[src/rtl/mhf_pkg.sv]
package mhf_pkg;

    localparam int unsigned OCT_W      = 8;
    localparam int unsigned CRC_W      = 32;
    localparam logic [CRC_W-1:0] CRC_POLY = 32'h04C1_1DB7;
    localparam logic [CRC_W-1:0] CRC_SEED = '1;

    // Collector state: octet counter, address shift image, done pulse.
    typedef struct packed {
        logic [3:0]  cnt;
        logic [47:0] addr;
        logic        done;
    } coll_state_t;

    typedef struct packed {
        logic [CRC_W-1:0] crc;
    } crc_state_t;

endpackage

[src/rtl/mhf_crc32_be.sv]
module mhf_crc32_be
    import mhf_pkg::*;
#(
    parameter int unsigned HASH_W = 6
) (
    input  logic              clk,
    input  logic              rst_n,
    input  logic              restart,
    input  logic              step,
    input  logic [OCT_W-1:0]  byte_in,
    output logic [HASH_W-1:0] hash
);

    crc_state_t s_d, s_q;

    logic [CRC_W-1:0] base;
    logic [CRC_W-1:0] chain [0:OCT_W];

    assign base     = restart ? CRC_SEED : s_q.crc;
    assign chain[0] = base;

    // One shift stage per octet bit, least significant data bit first.
    for (genvar i = 0; i < OCT_W; i++) begin : g_bit
        logic fb;
        assign fb = chain[i][CRC_W-1] ^ byte_in[i];
        assign chain[i+1] = {chain[i][CRC_W-2:0], 1'b0} ^ (fb ? CRC_POLY : '0);
    end

    always_comb begin
        s_d = s_q;
        if (step) begin
            s_d.crc = chain[OCT_W];
        end
    end

    always_ff @(posedge clk or negedge rst_n) begin
        if (!rst_n) begin
            s_q.crc <= CRC_SEED;
        end else begin
            s_q <= s_d;
        end
    end

    assign hash = s_q.crc[CRC_W-1 -: HASH_W];

    // A restart without an octet would leave a stale CRC behind.
    AST_RESTART_WITH_STEP: assert property (@(posedge clk) disable iff (!rst_n)
        restart |-> step) else $error("restart without step");

endmodule

[src/rtl/mhf_addr_collect.sv]
module mhf_addr_collect
    import mhf_pkg::*;
#(
    parameter int unsigned OCTETS = 6
) (
    input  logic                    clk,
    input  logic                    rst_n,
    input  logic                    in_valid,
    input  logic                    in_sof,
    input  logic [OCT_W-1:0]        in_byte,
    output logic [OCTETS*OCT_W-1:0] addr,
    output logic                    crc_restart,
    output logic                    crc_step,
    output logic                    done
);

    localparam int unsigned ADDR_W = OCTETS * OCT_W;
    localparam int unsigned CNT_W  = $clog2(OCTETS + 1);
    localparam logic [CNT_W-1:0] CNT_FULL = CNT_W'(OCTETS);

    typedef struct packed {
        logic [CNT_W-1:0]  cnt;
        logic [ADDR_W-1:0] addr;
        logic              done;
    } state_t;

    state_t s_d, s_q;
    logic take_first;
    logic take_next;

    always_comb begin
        take_first = in_valid && in_sof;
        take_next  = in_valid && !in_sof && (s_q.cnt < CNT_FULL);
        s_d        = s_q;
        s_d.done   = 1'b0;
        if (take_first) begin
            s_d.addr            = '0;
            s_d.addr[OCT_W-1:0] = in_byte;
            s_d.cnt             = CNT_W'(1);
        end else if (take_next) begin
            s_d.addr[int'(s_q.cnt)*OCT_W +: OCT_W] = in_byte;
            s_d.cnt = s_q.cnt + CNT_W'(1);
        end
        s_d.done = (take_first || take_next) && (s_d.cnt == CNT_FULL);
    end

    always_ff @(posedge clk or negedge rst_n) begin
        if (!rst_n) begin
            s_q.cnt  <= CNT_FULL;
            s_q.addr <= '0;
            s_q.done <= 1'b0;
        end else begin
            s_q <= s_d;
        end
    end

    assign addr        = s_q.addr;
    assign done        = s_q.done;
    assign crc_restart = take_first;
    assign crc_step    = take_first || take_next;

    AST_CNT_IN_RANGE: assert property (@(posedge clk) disable iff (!rst_n)
        (s_q.cnt != '0) && (s_q.cnt <= CNT_FULL)) else $error("octet counter out of range");

    AST_DONE_FOLLOWS_OCTET: assert property (@(posedge clk) disable iff (!rst_n)
        s_q.done |-> $past(in_valid)) else $error("done without octet");

    AST_IDLE_IGNORES: assert property (@(posedge clk) disable iff (!rst_n)
        (s_q.cnt == CNT_FULL) && !(in_valid && in_sof) |=> $stable(s_q.addr)) else $error("address changed while idle");

endmodule

[src/rtl/mhf_station_addr.sv]
module mhf_station_addr
    import mhf_pkg::*;
#(
    parameter int unsigned ADDR_W = 48,
    parameter int unsigned WORD_W = 32
) (
    input  logic              clk,
    input  logic              rst_n,
    input  logic              we_lo,
    input  logic              we_hi,
    input  logic [WORD_W-1:0] wdata,
    output logic [ADDR_W-1:0] station
);

    localparam int unsigned HI_W = ADDR_W - WORD_W;

    typedef struct packed {
        logic [HI_W-1:0]   hi;
        logic [WORD_W-1:0] lo;
    } state_t;

    state_t s_d, s_q;

    always_comb begin
        s_d = s_q;
        if (we_lo) begin
            s_d.lo = wdata;
        end
        if (we_hi) begin
            s_d.hi = wdata[HI_W-1:0];
        end
    end

    always_ff @(posedge clk or negedge rst_n) begin
        if (!rst_n) begin
            s_q <= '0;
        end else begin
            s_q <= s_d;
        end
    end

    assign station = {s_q.hi, s_q.lo};

    AST_LO_LOAD_KEEPS_HI: assert property (@(posedge clk) disable iff (!rst_n)
        we_lo && !we_hi |=> $stable(station[ADDR_W-1:WORD_W])) else $error("low load touched high octets");

    AST_HI_LOAD_KEEPS_LO: assert property (@(posedge clk) disable iff (!rst_n)
        we_hi && !we_lo |=> $stable(station[WORD_W-1:0])) else $error("high load touched low octets");

endmodule

[src/rtl/mhf_rx_filter.sv]
module mhf_rx_filter
    import mhf_pkg::*;
#(
    parameter int unsigned OCTETS = 6,
    parameter int unsigned HASH_W = 6
) (
    input  logic                  clk,
    input  logic                  rst_n,
    input  logic                  in_valid,
    input  logic                  in_sof,
    input  logic [7:0]            in_byte,
    input  logic                  sta_we_lo,
    input  logic                  sta_we_hi,
    input  logic [31:0]           sta_wdata,
    input  logic                  cfg_phys_en,
    input  logic                  cfg_bcast_en,
    input  logic                  cfg_mcast_en,
    input  logic                  cfg_promisc,
    input  logic [31:0]           hash_lo,
    input  logic [31:0]           hash_hi,
    output logic                  dec_valid,
    output logic                  dec_accept,
    output logic [HASH_W-1:0]     dec_hash
);

    localparam int unsigned ADDR_W = OCTETS * OCT_W;
    localparam int unsigned TBL_W  = 2 ** HASH_W;

    logic [ADDR_W-1:0] rx_addr;
    logic [ADDR_W-1:0] station;
    logic [HASH_W-1:0] hash_idx;
    logic              crc_restart;
    logic              crc_step;
    logic              addr_done;

    logic [TBL_W-1:0]  table_eff;
    logic              is_group;
    logic              is_bcast;
    logic              is_station;
    logic              hash_hit;
    logic              keep;

    mhf_addr_collect #(.OCTETS(OCTETS)) u_collect (
        .clk         (clk),
        .rst_n       (rst_n),
        .in_valid    (in_valid),
        .in_sof      (in_sof),
        .in_byte     (in_byte),
        .addr        (rx_addr),
        .crc_restart (crc_restart),
        .crc_step    (crc_step),
        .done        (addr_done)
    );

    mhf_crc32_be #(.HASH_W(HASH_W)) u_crc (
        .clk     (clk),
        .rst_n   (rst_n),
        .restart (crc_restart),
        .step    (crc_step),
        .byte_in (in_byte),
        .hash    (hash_idx)
    );

    mhf_station_addr #(.ADDR_W(ADDR_W), .WORD_W(32)) u_station (
        .clk     (clk),
        .rst_n   (rst_n),
        .we_lo   (sta_we_lo),
        .we_hi   (sta_we_hi),
        .wdata   (sta_wdata),
        .station (station)
    );

    always_comb begin
        table_eff  = cfg_promisc ? '1 : {hash_hi, hash_lo};
        is_group   = rx_addr[0];
        is_bcast   = &rx_addr;
        is_station = (rx_addr == station);
        hash_hit   = table_eff[hash_idx];
        keep       = cfg_promisc
                   || (cfg_phys_en  && is_station)
                   || (cfg_bcast_en && is_bcast)
                   || (cfg_mcast_en && is_group && hash_hit);
        dec_valid  = addr_done;
        dec_accept = addr_done && keep;
        dec_hash   = addr_done ? hash_idx : '0;
    end

    AST_STROBE_ONE_CYCLE: assert property (@(posedge clk) disable iff (!rst_n)
        dec_valid |=> !dec_valid) else $error("strobe longer than one cycle");

    AST_PROMISC_KEEPS: assert property (@(posedge clk) disable iff (!rst_n)
        dec_valid && cfg_promisc |-> dec_accept) else $error("promiscuous reject");

    AST_NO_PATH_REJECTS: assert property (@(posedge clk) disable iff (!rst_n)
        dec_valid && !cfg_promisc && !cfg_phys_en && !cfg_bcast_en && !cfg_mcast_en |-> !dec_accept) else $error("accept with all paths off");

    AST_UNICAST_NEEDS_MATCH: assert property (@(posedge clk) disable iff (!rst_n)
        dec_accept && !cfg_promisc && !rx_addr[0] |-> (rx_addr == station)) else $error("individual address accepted without match");

endmodule

[config.mk]
export PLATFORM = sky130hd
export DESIGN_NAME = mhf_rx_filter
export DESIGN_NICKNAME = d
export VERILOG_FILES = /design/src/rtl/mhf_pkg.sv /design/src/rtl/mhf_crc32_be.sv /design/src/rtl/mhf_addr_collect.sv /design/src/rtl/mhf_station_addr.sv /design/src/rtl/mhf_rx_filter.sv
export SDC_FILE = /design/constraint.sdc
export NUM_CORES = 1
export LEC_CHECK = 0
export BUFFER_PORTS_ARGS = -buffer_cell sky130_fd_sc_hd__buf_2
export CAP_MARGIN = 20
export CORE_ASPECT_RATIO = 1.2
export CORE_UTILIZATION = 46
export DETAILED_ROUTE_END_ITERATION = 8
export GPL_ROUTABILITY_DRIVEN = 1
export PLACE_DENSITY_LB_ADDON = 0.15
export SYNTH_ARGS = -nofsm -noshare
export SYNTH_HDL_FRONTEND = slang
export SYNTH_SLANG_ARGS = --single-unit
[constraint.sdc]
create_clock -name clk -period 4.4 [get_ports clk]
set_input_delay 0.22 -clock clk [delete_from_list [all_inputs] [get_ports clk]]
set_output_delay 0.22 -clock clk [all_outputs]
set_load 0.01 [all_outputs]
==> flow_metrics.env, run 1 <==
export IMPL_run_status="complete, no violations"
export IMPL_synthTopCellsByArea="dfrtp_1, dfstp_2, mux2_2"
export IMPL_hp_class="in2reg"
export IMPL_start_util=0.471
export IMPL_min_path_cells=3
export IMPL_portBuffers=121
export IMPL_cts_max_path_buffers=2
export IMPL_yosys_area_top_type="dfrtp_1"
export IMPL_end_kind="output port"
export IMPL_cp_depth=7
export IMPL_slew_violations=0
export IMPL_gp_congestion=0.895
export IMPL_die_area_um2=17200
export IMPL_ys_flop_type="dfrtp_1"
export IMPL_synth_cell_area_um2=7660
export IMPL_dieHeight_um=143
export IMPL_cts_resized_gates=0
export IMPL_crit_arrival_ns=2.97
export IMPL_slew_headroom=0.299
export IMPL_first_pass_iters=5
export IMPL_layout_nets=942
export IMPL_syn2layout_area_growth_pct=17.1
export IMPL_cts_max_level=4
export IMPL_synth_compound_area_frac=0.142
export IMPL_cp_slowest_cell="dfstp_2"
export IMPL_drc=0
export IMPL_synth_xor_area_frac=0.129
export IMPL_grt_use_total=0.261
export IMPL_worstSetupPathType="reg2out"
export IMPL_grt_pass1_wl_um=34000
export IMPL_finalCritPeriodShare=0.726
export IMPL_finalNonFillerCells=1050
export IMPL_yosysWarnings=0
export IMPL_viasPerCell=5.80
export IMPL_cp_start_kind="register"
export IMPL_gr_total_overflow=0
export IMPL_synth_top_family_by_area="compound AO/OA/AOI/OAI gates"
export IMPL_n_antenna_cell=0
export IMPL_worst_path_buf_inv=2
export IMPL_worst_ep_required_time_ns=4.18
export IMPL_cts_sinks=132
export IMPL_cp_max_fo=29
export IMPL_fin_setup_tns_ns=0
export IMPL_drt_iter0_drc=455
export IMPL_io_pins=122
export IMPL_root_buffer="clkbuf_16"
export IMPL_seq_area_um2=3350
export IMPL_grt_antenna_before_repair=0
export IMPL_avgRoutedWirePerCell_um=20.2
export IMPL_power_leakage_nw=3.93
export IMPL_max_stage_delay_ns=0.55
export IMPL_rows=51
export IMPL_fin_skew_ns=0.00773
export IMPL_yosys_register_bits=132
export IMPL_async_reset_ff_frac=1.00
export IMPL_r2r_cells=6
export IMPL_placed_cells=1016
export IMPL_grt_pass1_vias=6285
export IMPL_r2r_setup_slack_ns=1.75
export IMPL_yosysMostFrequentCell="dfrtp_1"
export IMPL_cts_made_buffers=17
export IMPL_worstSkewPairLatency_ns=0.42
export IMPL_yosysSeqAreaShare=0.437
export IMPL_vias=6088
export IMPL_drive_above_1_share=0.315
export IMPL_core_um2=16300
export IMPL_synth_simple_area_share=0.117
export IMPL_synth_fp_nets=842
export IMPL_hold_violations=0
export IMPL_synth_fa_ha_area_frac=0.00490
export IMPL_synthCells=725
export IMPL_max_vdd_ir_drop_uv=405
export IMPL_worstMarginPinSlew_ns=1.02
export IMPL_path_cells="buf_4, mux4_2, mux2_2, o211ai_1, nand4_1, a32o_1, buf_2"
export IMPL_dpl_hpwl_um=15100
export IMPL_rsz0062_at_grt="false"
export IMPL_cts_tree="done"
export IMPL_setup_violations=0
export IMPL_avgSynthCellArea_um2=10.6
export IMPL_wl_um=21200
export IMPL_dieWidth_um=120
export IMPL_path_delay_family="multiplexers"
export IMPL_n_fill_cell=1462
export IMPL_yosysTopAreaCellShare=0.320
export IMPL_grt_start_max_net_pins=64
export IMPL_clk_pin_slew_ns=0.06
export IMPL_ys_types=63
export IMPL_drtAntennaViolNets=0
export IMPL_multi_input_area_um2=4040
export IMPL_synth_edf_count=0
export IMPL_synthTopCellsByCount="dfrtp_1, mux2_2, xnor2_1, nand2_1, nor2_1"
export IMPL_powerDensity_nw_per_um2=685
export IMPL_drv_cap=0
export IMPL_fmax_ghz=0.313
export IMPL_synthMuxAreaShare=0.135
export IMPL_min_period_ns=3.19
what timing repair did:
item / in CTS / in global routing
buffers inserted: 0 / 0
endpoints found under the hold margin: 61 / 0
hold buffers: 1 / 0
metrics by stage:
step | hold WS (ns) | total power, W | utilization | instance area (um^2) | worst slack (ns)
after floorplan | -0.0756 | 0.00409 | - | 7660 | 2.02
after global placement | 0.347 | 0.00462 | 0.513 | 8350 | 1.67
after detailed placement | 0.349 | 0.00468 | 0.513 | 8350 | 1.62
after CTS | 0.000430 | 0.00615 | 0.551 | 8970 | 1.19
after global routing | 0.0162 | 0.00654 | 0.551 | 8970 | 1.06
final | 0.00287 | 0.00615 | 0.551 | 8970 | 1.21
per-layer routing:
layer / global-route usage / vias to the layer above / share of wire
met4: 0.0934 / 0 / 0.028
met2: 0.468 / 186 / 0.52
met5: 0 / - / 0
met1: 0.309 / 3032 / 0.40
met3: 0.0532 / 43 / 0.043
li1: - / 2827 / -
area by class of cell:
| cell class | instances | area share |
|---|---|---|
| clock buffers | 20 | 0.0498 |
| clock inverters | 12 | 0.0173 |
| inverters | 13 | 0.00544 |
| multi-input cells | 532 | 0.450 |
| flip-flops and latches | 132 | 0.373 |
| well taps | 212 | 0.0296 |
| repair buffers | 129 | 0.0747 |
registers in the layout, summed over array words and instances (netlist names):
| register | count |
|---|---|
| u_collect.s_q | 3 |
| u_collect.addr | 48 |
| u_collect.done | 1 |
| u_crc.s_q | 32 |
| u_station.station | 48 |
final timing paths:
path	startpoint	to
min in group asynchronous	rst_n	u_station.station[34]
max reg2reg	u_crc.s_q[27]	u_crc.s_q[8]
max	u_crc.s_q[26]	dec_accept
min	sta_wdata[26]	u_station.station[26]
min reg2reg	u_crc.s_q[4]	u_crc.s_q[4]
max in group asynchronous	rst_n	u_crc.s_q[9]
worst min-delay path, delay by kind of cell:
family / cells / cell delay (ns)
buffers and inverters: 1 / 0.08
AO/OA/AOI/OAI: 1 / 0.06
AND/OR/NAND/NOR: 1 / 0.04
report_power, final:
group / switching, W / internal [W]
combinational: 0.00136 / 0.00129
sequential: 0.000404 / 0.00165
clock: 0.000542 / 0.000906
total: 0.00230 / 0.00385
kinds of logic after synthesis:
| kind of cell | Yosys count |
|---|---|
| flip-flops | 132 |
| multiplexers | 88 |
| XOR/XNOR | 104 |
| adder cells (fa/ha/maj) | 3 |
| AND/OR/NAND/NOR | 182 |
| AO/OA/AOI/OAI | 155 |
| buffers and inverters | 61 |
layout by cell type (no fill, tap or decap), types with 25 or more instances in the layout:
master and instances:
buf_2 120, dfrtp_1 98, mux2_2 58, xnor2_1 58, nand2_1 55, nor2_1 42, xor2_1 40, a22o_1 34
dfstp_2 34, o21ai_0 32, a21oi_1 25
No activity file was read; power rests on OpenSTA's default activity.
==> run 2, diff against run 1 <==
Clock period 4.4 ns to 3 ns, I/O delays scaled along.
==> run 2 against run 1 <==
Compared with the run above:
- combinational power grew 54%
- total power grew 50%
- clock skew grew 0.00080 ns
- core utilization grew 2.8 points
- register-to-register slack lost 1.2 ns
- critical endpoint unchanged
- worst hold slack gained 0.044 ns
- critical path type unchanged
- sequential power grew 45%
- worst setup slack lost 1.1 ns
- non-clock buffer count grew 46
==> flow_metrics.env, run 2 (synthesis results as in run 1) <==
export IMPL_vias=6295
export IMPL_hp_class="in2reg"
export IMPL_die_area_um2=17200
export IMPL_core_um2=16300
export IMPL_drv_cap=0
export IMPL_finalNonFillerCells=1096
export IMPL_viasPerCell=5.74
export IMPL_setup_violations=0
export IMPL_seqPwrFrac=0.323
export IMPL_fin_setup_tns_ns=0
export IMPL_portBuffers=121
export IMPL_pwr_share_clk=0.235
export IMPL_avgRoutedWirePerCell_um=19.9
export IMPL_max_vdd_ir_drop_uv=635
export IMPL_grt_antenna_before_repair=0
export IMPL_grt_pass1_wl_um=34400
export IMPL_finalCritPeriodShare=0.952
export IMPL_clk_pin_slew_ns=0.06
export IMPL_placed_cells=1031
export IMPL_powerDensity_nw_per_um2=976
export IMPL_grt_pass1_vias=6474
export IMPL_io_pins=122
export IMPL_cts_tree="done"
export IMPL_dpl_hpwl_um=15900
export IMPL_cts_max_level=4
export IMPL_drive_above_1_share=0.316
export IMPL_most_common_layout_cells="buf_2, dfrtp_1, mux2_2, xnor2_1, nand2_1"
export IMPL_finalPower_w=0.00921
export IMPL_rsz0062_at_grt="false"
export IMPL_drtAntennaViolNets=0
export IMPL_cts_max_path_buffers=2
export IMPL_power_leakage_nw=4.14
export IMPL_postLayoutCoreUtil=0.580
export IMPL_cts_made_buffers=17
export IMPL_dieWidth_um=120
export IMPL_swShare=0.370
export IMPL_cp_slowest_cell="dfstp_2"
export IMPL_cts_post_setup_buffers_inserted=0
export IMPL_grt_use_total=0.265
export IMPL_worstSkewPairLatency_ns=0.42
export IMPL_n_antenna_cell=0
export IMPL_end_kind="output port"
export IMPL_layout_nets=988
export IMPL_max_stage_delay_ns=0.76
export IMPL_worstSetupPathType="reg2out"
export IMPL_drc=0
export IMPL_path_cells="mux4_2, mux2_2, o211ai_1, nand4_1, a32o_1, buf_2"
export IMPL_stdcell_area_um2=9430
export IMPL_fin_skew_ns=0.00853
export IMPL_slew_headroom=0.459
export IMPL_share_comb_of_total_power=0.443
export IMPL_gr_total_overflow=0
export IMPL_hold_violations=0
export IMPL_rows=51
export IMPL_crit_arrival_ns=2.71
export IMPL_min_period_ns=2.86
export IMPL_root_buffer="clkbuf_16"
export IMPL_worstMarginPinSlew_ns=0.791
export IMPL_multi_input_area_um2=4040
export IMPL_cts_sinks=132
export IMPL_grt_start_max_net_pins=51
export IMPL_seq_area_um2=3350
export IMPL_drt_iter0_drc=405
export IMPL_syn2layout_area_growth_pct=23.1
export IMPL_slew_violations=0
export IMPL_p_sw_w=0.00341
export IMPL_wl_um=21800
export IMPL_run_status="complete, no violations"
export IMPL_cp_max_fo=11
export IMPL_first_pass_iters=6
export IMPL_start_util=0.471
export IMPL_n_fill_cell=1397
export IMPL_postPlaceCellArea_um2=8480
export IMPL_worst_ep_required_time_ns=2.85
export IMPL_fmax_ghz=0.350
export IMPL_gp_congestion=0.904
export IMPL_dieHeight_um=143
export IMPL_layout_commonest_cell="buf_2"
export IMPL_internal_power_w=0.00580
export IMPL_cp_start_kind="register"
==> run 2: cell types whose count changed in the layout (fill, tap and decap cells not counted), moves of 2 or more <==
cell / change
buf_4: +13
clkbuf_8: +2
clkinv_4: -2
dlygate4sd3_1: +32
==> run 2: final cells by class <==
class / instances / area share
multi-input combinational: 532 / 0.428
sequential: 132 / 0.355
timing repair buffer: 175 / 0.118
clock buffer: 21 / 0.0499
tap: 212 / 0.0281
clock inverter: 11 / 0.0158
inverter: 13 / 0.00517
==> run 2: layer usage <==
layer / global-route usage / part of all wire / vias to the layer above
li1: - / - / 2927
met1: 0.299 / 0.39 / 3131
met2: 0.484 / 0.54 / 189
met3: 0.0472 / 0.040 / 48
met4: 0.126 / 0.034 / 0
met5: 0 / 0 / -
==> run 2: worst max-delay path: cells and delay by family, from the launching register on <==
family | cells | cell delay, ns
AO/OA/AOI/OAI | 2 | 0.43
buffers and inverters | 1 | 0.14
flip-flops | 1 | 0.76
multiplexers | 2 | 0.83
AND/OR/NAND/NOR | 1 | 0.12
==> run 2: final timing paths <==
| path | start | endpoint | slack, ns | depth (start not counted) |
|---|---|---|---|---|
| max | u_crc.s_q[26] | dec_accept | 0.14 | 6 |
| min | in_valid | u_collect.s_q[51] | 0.05 | 2 |
| max reg2reg | u_crc.s_q[31] | u_crc.s_q[13] | 0.52 | 6 |
| min reg2reg | u_crc.s_q[4] | u_crc.s_q[4] | 0.47 | 2 |
| max in group asynchronous | rst_n | u_collect.s_q[51] | 1.94 | 3 |
| min in group asynchronous | rst_n | u_station.station[26] | 0.28 | 2 |
==> run 2: per-stage QoR <==
step	hold WS [ns]	worst slack [ns]
after floorplan	-0.146	0.693
after global placement	0.183	0.578
after detailed placement	0.190	0.550
after CTS	0.0220	0.114
after global routing	0.0358	0.0157
final	0.0470	0.144
==> run 2: what timing repair did <==
action	CTS	global route
hold buffers	33	0
endpoints found under the setup margin	0	1
hold endpoints to repair	75	0
resized for setup	0	1
==> run 2: power by group through the flow <==
| stage | clock [W] | sequential (W) | combinational [W] |
|---|---|---|---|
| final | 0.00216 | 0.00297 | 0.00408 |
| after global routing | 0.00229 | 0.00303 | 0.00446 |
| after CTS | 0.00220 | 0.00296 | 0.00406 |
| after detailed placement | 0 | 0.00299 | 0.00400 |
| after global placement | 0 | 0.00297 | 0.00390 |
| after floorplan | 0 | 0.00273 | 0.00327 |
==> run 3, diff against run 2 <==
Settings changed: BUFFER_PORTS_ARGS -buffer_cell sky130_fd_sc_hd__buf_2 to -buffer_cell sky130_fd_sc_hd__clkbuf_2.
==> run 3 against run 2 <==
Compared with the run above:
- worst hold slack gained 0.028 ns
- non-clock buffer count fell by 3
- sequential cell count unchanged
- total power down 0.78%
- core utilization down 0.22 points
- die area stayed put
- largest cell class unchanged
- largest power group unchanged
==> flow_metrics.env, run 3 (synthesis results as in run 1) <==
export IMPL_run_status="complete, no violations"
export IMPL_first_pass_iters=5
export IMPL_end_kind="output port"
export IMPL_min_period_ns=2.79
export IMPL_drtAntennaViolNets=0
export IMPL_cp_start_kind="register"
export IMPL_cts_max_level=4
export IMPL_viasPerCell=5.71
export IMPL_seqPwrFrac=0.327
export IMPL_slew_violations=0
export IMPL_drive_above_1_share=0.312
export IMPL_powerDensity_nw_per_um2=972
export IMPL_n_antenna_cell=0
export IMPL_pwr_share_clk=0.230
export IMPL_crit_arrival_ns=2.64
export IMPL_worstSetupPathType="reg2out"
export IMPL_slew_headroom=0.434
export IMPL_fmax_ghz=0.358
export IMPL_dieHeight_um=143
export IMPL_cp_slowest_cell="dfstp_4"
export IMPL_worstSkewPairLatency_ns=0.42
export IMPL_hp_class="in2reg"
export IMPL_internal_power_w=0.00573
export IMPL_worst_ep_required_time_ns=2.85
export IMPL_drc=0
export IMPL_gr_total_overflow=0
export IMPL_io_pins=122
export IMPL_cp_max_fo=11
export IMPL_hold_violations=0
export IMPL_clk_pin_slew_ns=0.06
export IMPL_hold_slack_ns=0.0749
export IMPL_dpl_hpwl_um=15700
export IMPL_start_util=0.471
export IMPL_cts_made_buffers=17
export IMPL_rows=51
export IMPL_rsz0062_at_grt="false"
export IMPL_layout_nets=985
export IMPL_dieWidth_um=120
export IMPL_max_stage_delay_ns=0.74
export IMPL_portBuffers=121
export IMPL_placed_cells=1028
export IMPL_setup_violations=0
export IMPL_grt_use_total=0.265
export IMPL_worstMarginPinSlew_ns=0.849
export IMPL_cts_sinks=132
export IMPL_finalNonFillerCells=1093
export IMPL_syn2layout_area_growth_pct=22.6
export IMPL_grt_antenna_before_repair=0
export IMPL_swShare=0.373
export IMPL_core_um2=16300
export IMPL_most_common_layout_cells="clkbuf_2, dfrtp_1, mux2_2, xnor2_1, nand2_1"
export IMPL_wl_um=21600
export IMPL_drt_iter0_drc=434
export IMPL_cts_post_setup_buffers_inserted=0
export IMPL_path_cells="mux4_2, mux2_2, o211ai_1, nand4_1, a32o_1, clkbuf_2"
export IMPL_fin_skew_ns=0.00811
export IMPL_layout_commonest_cell="clkbuf_2"
export IMPL_cts_tree="done"
export IMPL_grt_pass1_wl_um=34400
export IMPL_grt_start_max_net_pins=56
export IMPL_drv_cap=0
export IMPL_finalCritPeriodShare=0.930
export IMPL_root_buffer="clkbuf_16"
export IMPL_avgRoutedWirePerCell_um=19.7
export IMPL_gp_congestion=0.905
export IMPL_cts_max_path_buffers=2
export IMPL_max_vdd_ir_drop_uv=657
export IMPL_grt_pass1_vias=6415
export IMPL_vias=6241
export IMPL_share_comb_of_total_power=0.443
export IMPL_fin_setup_tns_ns=0
export IMPL_p_sw_w=0.00341
export IMPL_die_area_um2=17200
export IMPL_power_leakage_nw=4.15
==> run 3: changes by cell type in the layout (fill, tap and decap cells not counted), sizes merged <==
cell / previous run / this run
clkbuf: 21 / 139
clkinv: 3 / 7
clkinvlp: 3 / 1
buf: 142 / 19
==> run 3: repair_timing <==
action	4_1_cts	5_1_grt
hold buffers	33	0
setup endpoints to repair	0	1
resized for setup	0	2
endpoints found under the hold margin	73	0
==> run 3: final cells by class <==
class	count	area [um^2]
timing repair buffer	172	1100
multi-input combinational	532	4040
clock inverter	13	158
fill	1437	6870
clock buffer	19	433
inverter	13	48.8
sequential	132	3350
tap	212	265
==> run 3: stage by stage <==
step | power, W | util | worst slack, ns | cell area (um^2)
2_1_floorplan | 0.00600 | - | 0.693 | 7660
3_3_place_gp | 0.00685 | 0.520 | 0.566 | 8470
3_5_place_dp | 0.00697 | 0.520 | 0.494 | 8470
4_1_cts | 0.00913 | 0.577 | 0.137 | 9390
5_1_grt | 0.00970 | 0.578 | 0.0592 | 9400
6_report | 0.00914 | 0.578 | 0.210 | 9400
==> run 3: path summary, 6_finish.rpt <==
kind	start	end	slack, ns	cells after the start
worst max-delay path	u_crc.s_q[26]	dec_accept	0.21	6
worst min-delay path	in_valid	u_collect.s_q[51]	0.07	2
worst max register to register	u_crc.s_q[31]	u_crc.s_q[13]	0.45	6
worst min register to register	u_crc.s_q[2]	u_crc.s_q[2]	0.47	2
max in group asynchronous	rst_n	u_crc.s_q[9]	2.13	3
min in group asynchronous	rst_n	u_station.station[36]	0.19	2
==> run 3: per-layer routing <==
layer | global-route usage | vias to the layer above | wire length, um
li1 | - | 2919 | -
met1 | 0.305 | 3084 | 8550
met2 | 0.488 | 193 | 11500
met3 | 0.0464 | 45 | 988
met4 | 0.102 | 0 | 572
met5 | 0 | - | 0
==> run 3: power groups by stage <==
| stage | Combinational [W] | Sequential [W] | Clock [W] |
|---|---|---|---|
| finish | 0.00405 | 0.00299 | 0.00210 |
| global route | 0.00444 | 0.00305 | 0.00222 |
| CTS | 0.00403 | 0.00297 | 0.00213 |
| detailed placement | 0.00397 | 0.00300 | 0 |
| global placement | 0.00387 | 0.00298 | 0 |
| floorplan | 0.00327 | 0.00273 | 0 |
==> run 3: critical path, delay by kind of cell, from the launching register on <==
kind,cells,cell delay (ns)
AO/OA/AOI/OAI,2,0.44
flip-flops,1,0.74
AND/OR/NAND/NOR,1,0.12
multiplexers,2,0.79
buffers and inverters,1,0.13
